<file path="src/rtl/uart_modem_status_pkg.sv">
package uart_modem_status_pkg;

    // Line order inside every 4-bit line vector; the delta field mirrors it.
    localparam int unsigned LINE_COUNT  = 4;
    localparam int unsigned IDX_CARRIER = 3;
    localparam int unsigned IDX_RING    = 2;
    localparam int unsigned IDX_READY   = 1;
    localparam int unsigned IDX_CLEAR   = 0;

    // Register field positions.
    localparam int unsigned DATA_W      = 32;
    localparam int unsigned DELTA_LSB   = 0;
    localparam int unsigned LEVEL_LSB   = 4;
    localparam int unsigned FLOW_BIT    = 8;

    // Lines whose change flag records only a high-to-low pin transition.
    localparam logic [LINE_COUNT-1:0] FALL_ONLY_MASK = 4'b0100;

    typedef logic [LINE_COUNT-1:0] line_vec_t;

endpackage

</file>
<file path="src/rtl/msr_sync.sv">
module msr_sync
    import uart_modem_status_pkg::*;
#(
    parameter int unsigned STAGES = 2
) (
    input  logic      clk,
    input  logic      rst_n,
    input  line_vec_t pins_async,
    output line_vec_t pins_sync
);

    for (genvar g = 0; g < LINE_COUNT; g++) begin : g_line
        logic [STAGES-1:0] chain_d;
        logic [STAGES-1:0] chain_q;

        always_comb begin
            if (STAGES > 1) begin
                chain_d = {chain_q[STAGES-2:0], pins_async[g]};
            end else begin
                chain_d = pins_async[g];
            end
        end

        always_ff @(posedge clk or negedge rst_n) begin
            if (!rst_n) begin
                chain_q <= '1;
            end else begin
                chain_q <= chain_d;
            end
        end

        assign pins_sync[g] = chain_q[STAGES-1];
    end

endmodule

</file>
<file path="src/rtl/msr_edge.sv">
module msr_edge
    import uart_modem_status_pkg::*;
#(
    parameter line_vec_t FALL_ONLY = FALL_ONLY_MASK
) (
    input  line_vec_t now_lvl,
    input  line_vec_t prev_lvl,
    input  logic      armed,
    output line_vec_t set_vec
);

    for (genvar g = 0; g < LINE_COUNT; g++) begin : g_det
        if (FALL_ONLY[g]) begin : g_fall
            assign set_vec[g] = armed & prev_lvl[g] & ~now_lvl[g];
        end else begin : g_any
            assign set_vec[g] = armed & (prev_lvl[g] ^ now_lvl[g]);
        end
    end

endmodule

</file>
<file path="src/rtl/uart_modem_status.sv">
module uart_modem_status
    import uart_modem_status_pkg::*;
#(
    parameter bit          CLEAR_ON_READ = 1'b1,
    parameter int unsigned SYNC_STAGES   = 2
) (
    input  logic        clk,
    input  logic        rst_n,
    input  logic        mdm_carrier_n,
    input  logic        mdm_ring_n,
    input  logic        mdm_ready_n,
    input  logic        mdm_clear_n,
    input  logic        rd_en,
    input  logic        wr_en,
    input  logic [31:0] wdata,
    output logic [31:0] rdata,
    output logic        flow_en
);

    localparam int unsigned WARM_MAX = SYNC_STAGES + 1;
    localparam int unsigned WARM_W   = $clog2(WARM_MAX + 1);

    typedef struct packed {
        logic              flow;
        line_vec_t         delta;
        line_vec_t         hist;
        logic [WARM_W-1:0] warm;
    } msr_state_t;

    msr_state_t s_d;
    msr_state_t s_q;

    line_vec_t pins_raw;
    line_vec_t pins_sync;
    line_vec_t set_vec;
    line_vec_t clr_vec;
    logic      armed;
    logic      unused_wdata;

    assign pins_raw = {mdm_carrier_n, mdm_ring_n, mdm_ready_n, mdm_clear_n};
    assign unused_wdata = ^wdata;

    msr_sync #(.STAGES(SYNC_STAGES)) sync_i (
        .clk        (clk),
        .rst_n      (rst_n),
        .pins_async (pins_raw),
        .pins_sync  (pins_sync)
    );

    // Detection stays off until the history has been loaded with settled levels.
    assign armed = (s_q.warm == WARM_W'(WARM_MAX));

    msr_edge #(.FALL_ONLY(FALL_ONLY_MASK)) edge_i (
        .now_lvl  (pins_sync),
        .prev_lvl (s_q.hist),
        .armed    (armed),
        .set_vec  (set_vec)
    );

    if (CLEAR_ON_READ) begin : g_clr_read
        assign clr_vec = {LINE_COUNT{rd_en}};
    end else begin : g_clr_w1c
        assign clr_vec = wr_en ? wdata[DELTA_LSB +: LINE_COUNT] : '0;
    end

    always_comb begin
        s_d      = s_q;
        s_d.hist = pins_sync;
        if (s_q.warm != WARM_W'(WARM_MAX)) begin
            s_d.warm = s_q.warm + 1'b1;
        end
        // A new change outranks a clear in the same cycle.
        s_d.delta = set_vec | (s_q.delta & ~clr_vec);
        if (wr_en) begin
            s_d.flow = wdata[FLOW_BIT];
        end
    end

    always_ff @(posedge clk or negedge rst_n) begin
        if (!rst_n) begin
            s_q.flow  <= 1'b0;
            s_q.delta <= '0;
            s_q.hist  <= '1;
            s_q.warm  <= '0;
        end else begin
            s_q <= s_d;
        end
    end

    always_comb begin
        rdata = '0;
        rdata[FLOW_BIT] = s_q.flow;
        rdata[LEVEL_LSB +: LINE_COUNT] = ~pins_sync;
        rdata[DELTA_LSB +: LINE_COUNT] = s_q.delta;
    end

    assign flow_en = s_q.flow;

endmodule

</file>
<file path="config.mk">
export PLATFORM = sky130hd
export DESIGN_NAME = uart_modem_status
export DESIGN_NICKNAME = d
export VERILOG_FILES = /design/src/rtl/uart_modem_status_pkg.sv /design/src/rtl/msr_sync.sv /design/src/rtl/msr_edge.sv /design/src/rtl/uart_modem_status.sv
export SDC_FILE = /design/constraint.sdc
export NUM_CORES = 1
export LEC_CHECK = 0
export CORE_ASPECT_RATIO = 0.7
export CORE_MARGIN = 2
export CORE_UTILIZATION = 28
export CTS_CLUSTER_SIZE = 10
export DETAILED_ROUTE_END_ITERATION = 10
export GPL_TIMING_DRIVEN = 0
export PLACE_DENSITY = 0.76
export SYNTH_ARGS = -nofsm -noshare
export SYNTH_HDL_FRONTEND = slang
export SYNTH_SLANG_ARGS = --single-unit
</file>
<file path="constraint.sdc">
create_clock -name clk -period 1.3 [get_ports clk]
set_clock_uncertainty 0.15 [all_clocks]
set_input_delay 0.26 -clock clk [delete_from_list [all_inputs] [get_ports clk]]
set_output_delay 0.26 -clock clk [all_outputs]
set_load 0.02 [all_outputs]
</file>
==> summary.txt, run 1 <==
Largest net degree at the start of global routing -> 20
Clock Pin Slew Worst Setup and Hold Paths -> 0.07 ns
Number of global-route vias before repair -> 461
FF+latch count, synth -> 19
Worst r2r dst -> s_q[1]
Failing checks -> setup timing
Sink Count -> 19
CP Launch Type -> register
Die area -> 3440 um^2
H-tree levels -> 1
Die W -> 69.2 um
Final Hold Viols -> 0
Synth cell types -> 12
Register area share after synthesis -> 58.9%
Final Max Slew Viols -> 0
Setup TNS -> -0.244 ns
TritonCTS clock tree -> built
Post-route ant nets -> 0
Core area -> 2820 um^2
Final WS setup -> -0.0682 ns
Initial drt markers -> 0
Critical path fanouts, max -> 2
Critical Path Sink Type -> primary output
WP buf/inv -> 2
Vias per cell -> 3.32
Max Cap Violations -> 0
Initial antenna violation count -> 0
Setup slack at placement -> -0.212 ns
Max IR drop VDD -> 0.553 mV
HP Start -> sync_i.g_line[0].chain_q[0]
Unrepaired setup endpoints after global routing -> true
Worst-path cell chain -> inv_2, buf_6
Placer Congestion -> 0.680
Num CTS Buffers -> 3
Port buffer count -> 18
CP Class -> reg -> out
WP data required -> 0.89 ns
Initial Util -> 29.5%
Status -> finished with violations
Max transition margin -> 46.6%
Power per cell area -> 1130 nW/um^2
Share of cells above drive strength 1 -> 56.0%
IO Pins -> 73
Nets -> 151
Mapped Area -> 833 um^2
Hold path endpoint -> sync_i.g_line[0].chain_q[1]
Tot Pwr -> 1.35 mW
CP Data Arrival Time -> 0.96 ns
Gr usage total -> 7.47%
Vias -> 481
Tcrit/Tclk final -> 105%
Max Buffers Root-to-Sink -> 2
Root buffer cell -> clkbuf_8
Tmin final -> 1.37 ns
R2R cell count -> 2
Row count -> 16
Family with the most delay on the worst path -> flip-flops
Routed len/inst -> 8.27 um
Area grow syn2layout -> 44.3%
Worst reg2reg setup slack -> 0.09 ns
R2r startpoint -> s_q[0]
Max Clock Freq -> 731 MHz
Worst slew pin tran -> 0.799 ns
Hold Path Class -> reg -> reg
Crit path largest cell delay -> 0.55 ns
Die Height -> 49.6 um
Routed Wire Length -> 1200 um
Post-synthesis average cell area -> 13.0 um^2
Hpwl dp -> 950 um
Grt ovf -> 0
ANT cells -> 0
Clk Latency, worst-skew pair -> 0.25 ns
Setup violators final -> 4
Cell count after synthesis -> 64
1st-pass router iterations -> 1
WHS Path Cells -> 0
DRC viols -> 0
Synth warnings -> 0
First-pass GRT wire length -> 1980 um
Leakage -> 0.615 nW
Slowest CP cell -> dfstp_2
==> per-stage QoR <==
| step | cell area [um^2] | std cells | hold slack [ns] | util, % |
|---|---|---|---|---|
| floorplan | 916 | 86 | -0.186 | - |
| global placement | 1140 | 140 | 0.196 | 40.4 |
| detailed placement | 1140 | 140 | 0.197 | 40.4 |
| CTS | 1210 | 146 | 0.207 | 42.9 |
| global route | 1200 | 145 | 0.212 | 42.6 |
| finish | 1200 | 145 | 0.206 | 42.6 |
==> registers in the layout (all words and copies together), names as in the netlist <==
name / cells
sync_i.g_line.chain_q: 8
s_q: 6
rdata: 4
flow_en: 1
==> cells in the mapped netlist <==
cell type / count / share of area (%)
a22o_1: 3 / 3.2
conb_1: 1 / 0.45
inv_1: 5 / 2.3
mux2_4: 1 / 1.8
buf_4: 28 / 25
dfrtp_1: 7 / 21
xnor2_1: 1 / 1.1
dfstp_2: 12 / 38
xor2_1: 3 / 3.2
a32o_1: 1 / 1.2
ha_1: 1 / 1.5
mux2_2: 1 / 1.4
==> worst max path at each step <==
stage | from | endpoint | slack (ns) | cells past startpoint
2_1_floorplan | s_q[0] | s_q[1] | 0.09 | 2
3_3_place_gp | sync_i.g_line[1].chain_q[1] | rdata[5] | -0.21 | 2
3_5_place_dp | sync_i.g_line[2].chain_q[1] | rdata[6] | -0.21 | 2
4_1_cts | sync_i.g_line[2].chain_q[1] | rdata[6] | -0.07 | 2
5_1_grt | sync_i.g_line[2].chain_q[1] | rdata[6] | -0.1 | 2
6_report | sync_i.g_line[3].chain_q[1] | rdata[7] | -0.07 | 2
==> what timing repair did <==
item                       CTS  global route
hold buffers                 0             0
cloned                       0             0
setup buffers                6             0
resized for setup           63             1
setup endpoints to repair   10             6
==> layout by cell type, fill, tap and decap left out, drive strengths merged <==
cell type and count:
conb 23, dfstp 12, a22o 3, mux2 2
xnor2 1, ha 1, clkbuf 4, a32o 1
buf 39, clkdlybuf4s50 8, dfrtp 7, xor2 3
inv 5
==> final cells by class <==
cell class              instances  area [um^2]
well taps                      36         45.0
plain buffers                  23          173
inverters                       5         18.8
repair buffers                 24          231
fillers                       282         1620
flip-flops and latches         19          490
multi-input cells              34          199
clock buffers                   4         45.0
==> metal layers <==
layer / global-route usage [%] / wire length, um
met1: 8.46 / 469
met2: 12.0 / 601
met5: 0 / 0
met3: 2.66 / 93
met4: 4.90 / 34
==> cells by family (layout without fill, tap and decap cells) <==
group	count (synthesis)	in the layout	synth area share, %
xor+xnor	4	4	4.20
fa+ha+maj	1	1	1.50
mux	2	2	3.15
compound gates	4	4	4.35
buf+inv	33	56	27.5
other cells	1	23	0.450
flops	19	19	58.9
==> report_power, final <==
group	internal [mW]	switching [mW]	leakage, nW
Clock	0.218	0.188	0.0228
Combinational	0.144	0.141	0.392
Sequential	0.642	0.0212	0.200
Power figures use the tool's default switching activity.
==> inputs of run 2 (changes only) <==
SETUP_SLACK_MARGIN = 0.2   (was unset)
==> summary.txt, run 2 (same netlist as run 1, synthesis figures left out) <==
TritonCTS clock tree -> built
Slowest CP cell -> dfstp_2
Clock Pin Slew Worst Setup and Hold Paths -> 0.07 ns (about the same)
Die Height -> 49.6 um (unchanged)
Power per cell area -> 1030 nW/um^2 (-8.8%)
Row count -> 16 (unchanged)
Area grow syn2layout -> 62.9%
Final Hold Viols -> 0 (unchanged)
Critical Path Sink Type -> primary output
1st-pass router iterations -> 1 (unchanged)
Critical path fanouts, max -> 2 (unchanged)
CP Launch Type -> register
Die W -> 69.2 um (unchanged)
Worst-path cell chain -> inv_2, buf_6
First-pass GRT wire length -> 2090 um (+5.6%)
Switching pwr -> 0.350 mW (-0.11%)
Setup slack at placement -> -0.215 ns (-0.00254 ns)
Family with the most delay on the worst path -> flip-flops
Grt ovf -> 0 (unchanged)
Met3 wire len -> 133 um (+43%)
R2R cell count -> 4 (+2)
Max Clock Freq -> 735 MHz (+0.59%)
Port buffer count -> 18 (unchanged)
Worst slew pin tran -> 0.758 ns (-0.0410 ns)
Failing checks -> setup timing
Tcrit/Tclk final -> 105% (-0.62 points)
Share of cells above drive strength 1 -> 62.0% (+6.0 points)
Logic pwr share -> 24.5% (+3.4 points)
Int Power -> 1.04 mW (+4.0%)
Nets -> 163 (+7.9%)
Placer Congestion -> 0.695 (+2.2%)
Max reg flops -> 8 (unchanged)
Hold Path Class -> in -> async
Number of global-route vias before repair -> 486 (+5.4%)
Clk Latency, worst-skew pair -> 0.25 ns (about the same)
Leakage -> 0.697 nW (+13%)
Commonest non-fill, non-tap cell in the layout -> buf_4
Largest Register -> sync_i.g_line.chain_q
Vias -> 517 (+7.5%)
Initial antenna violation count -> 0 (unchanged)
Gr usage total -> 7.61% (+0.14 points)
Routed len/inst -> 7.74 um (-6.4%)
CP Class -> reg -> out
Max IR drop VDD -> 0.744 mV (+35%)
Area after DPL -> 1150 um^2 (+1.1%)
Tmin final -> 1.36 ns (-0.00808 ns)
Unrepaired setup endpoints after global routing -> true
Switching Fraction -> 25.1% (-0.77 points)
Setup violators final -> 5 (+1)
Initial drt markers -> 0 (unchanged)
Multi-input gate area -> 216 um^2 (+8.8%)
Worst reg2reg setup slack -> 0.03 ns (-0.06 ns)
ANT cells -> 0 (unchanged)
DRC viols -> 0 (unchanged)
FILL cells -> 247 (-12%)
Root buffer cell -> clkbuf_8
Initial Util -> 29.5% (unchanged)
Finished Cell Area -> 1360 um^2 (+13%)
Vias per cell -> 3.29 (-0.73%)
Max layer used -> met3
IO Pins -> 73 (unchanged)
Final Max Slew Viols -> 0 (unchanged)
WP data required -> 0.89 ns (about the same)
Routed wl met2 -> 649 um (+8.0%)
Sink Count -> 19 (unchanged)
Num CTS Buffers -> 3 (unchanged)
Hpwl dp -> 918 um (-3.4%)
Routed Wire Length -> 1220 um (+1.3%)
Largest net degree at the start of global routing -> 20 (unchanged)
Final Instance Count excl. Fillers -> 157 (+8.3%)
Max Cap Violations -> 0 (unchanged)
Sequential Power Share -> 47.7% (-1.3 points)
Core area -> 2820 um^2 (unchanged)
CP Data Arrival Time -> 0.95 ns (about the same)
Status -> finished with violations
H-tree levels -> 1 (unchanged)
Core Util, Final -> 48.1% (+5.5 points)
Post-route ant nets -> 0 (unchanged)
Final WS setup -> -0.0601 ns (+0.00808 ns)
Max Buffers Root-to-Sink -> 2 (unchanged)
Worst hold margin -> 0.0418 ns (-0.164 ns)
Worst r2r dst -> rdata[2]
Clock power share -> 27.8% (-2.1 points)
Max transition margin -> 49.5% (+2.9 points)
Placed Cells -> 140 (unchanged)
WP buf/inv -> 2 (unchanged)
Commonest cells after routing, fill and taps aside -> 30 x buf_4, 23 x conb_1, 21 x buf_6, 12 x dfstp_2
Metal-1 WL -> 432 um (-7.9%)
Sequential Area -> 490 um^2 (unchanged)
Crit path largest cell delay -> 0.54 ns (about the same)
Die area -> 3440 um^2 (unchanged)
R2r startpoint -> sync_i.g_line[2].chain_q[1]
[run 2: changes by cell type in the layout (fill, tap and decap cells not counted), sizes merged]
cell	before	now
buf	39	51
clkbuf	4	3
clkdlybuf4s50	8	7
clkinv	0	1
dlygate4sd2	0	1
[run 2: worst max path at each step]
stage | startpoint | to | slack [ns] | cells after the start
floorplan | s_q[1] | s_q[1] | 0.16 | 2
global placement | sync_i.g_line[1].chain_q[1] | rdata[5] | -0.21 | 2
detailed placement | sync_i.g_line[1].chain_q[1] | rdata[5] | -0.21 | 2
CTS | sync_i.g_line[2].chain_q[1] | rdata[6] | -0.06 | 2
global route | sync_i.g_line[2].chain_q[1] | rdata[6] | -0.09 | 2
finish | sync_i.g_line[2].chain_q[1] | rdata[6] | -0.06 | 2
[run 2: layer usage]
layer | global-route usage (%) | vias up
met5 | 0 | -
met4 | 2.94 | 0
met3 | 3.07 | 0
met2 | 13.8 | 27
met1 | 7.98 | 228
li1 | - | 262
[run 2: layout make-up]
class | count | area share, %
Clock inverter | 1 | 0.369
Clock buffer | 3 | 3.04
Buffer | 28 | 16.9
Sequential cell | 19 | 36.1
Timing Repair Buffer | 31 | 22.9
Tap cell | 36 | 3.32
Multi-Input combinational cell | 34 | 15.9
Inverter | 5 | 1.38
[run 2: repair_timing]
| item | in CTS | in global routing |
|---|---|---|
| hold buffers | 0 | 0 |
| gates resized for setup | 70 | 6 |
| setup endpoints to repair | 18 | 16 |
| hold endpoints to repair | 0 | 0 |
| pin swaps | 3 | 6 |
| gates cloned | 0 | 0 |
| buffers inserted | 8 | 5 |
[run 2: worst register-to-register path: cells and delay by family (launching register included)]
kind | cells | cell delay, ns
buffers and inverters | 3 | 0.25
DFF | 1 | 0.54
AOI/OAI and AO/OA | 1 | 0.22
[run 2: through the flow]
| stage | power [mW] | setup TNS, ns |
|---|---|---|
| 2_1_floorplan | 0.861 | 0 |
| 3_3_place_gp | 0.950 | -2.25 |
| 3_5_place_dp | 0.955 | -3.06 |
| 4_1_cts | 1.39 | -0.234 |
| 5_1_grt | 1.47 | -0.458 |
| 6_report | 1.39 | -0.222 |
[run 2: power by group through the flow]
stage                     sequential [mW]  clock, mW  combinational, mW
after floorplan                     0.671          0              0.190
after global placement              0.670          0              0.280
after detailed placement            0.672          0              0.283
after CTS                           0.664      0.404              0.323
after global routing                0.668      0.438              0.366
final                               0.665      0.388              0.341
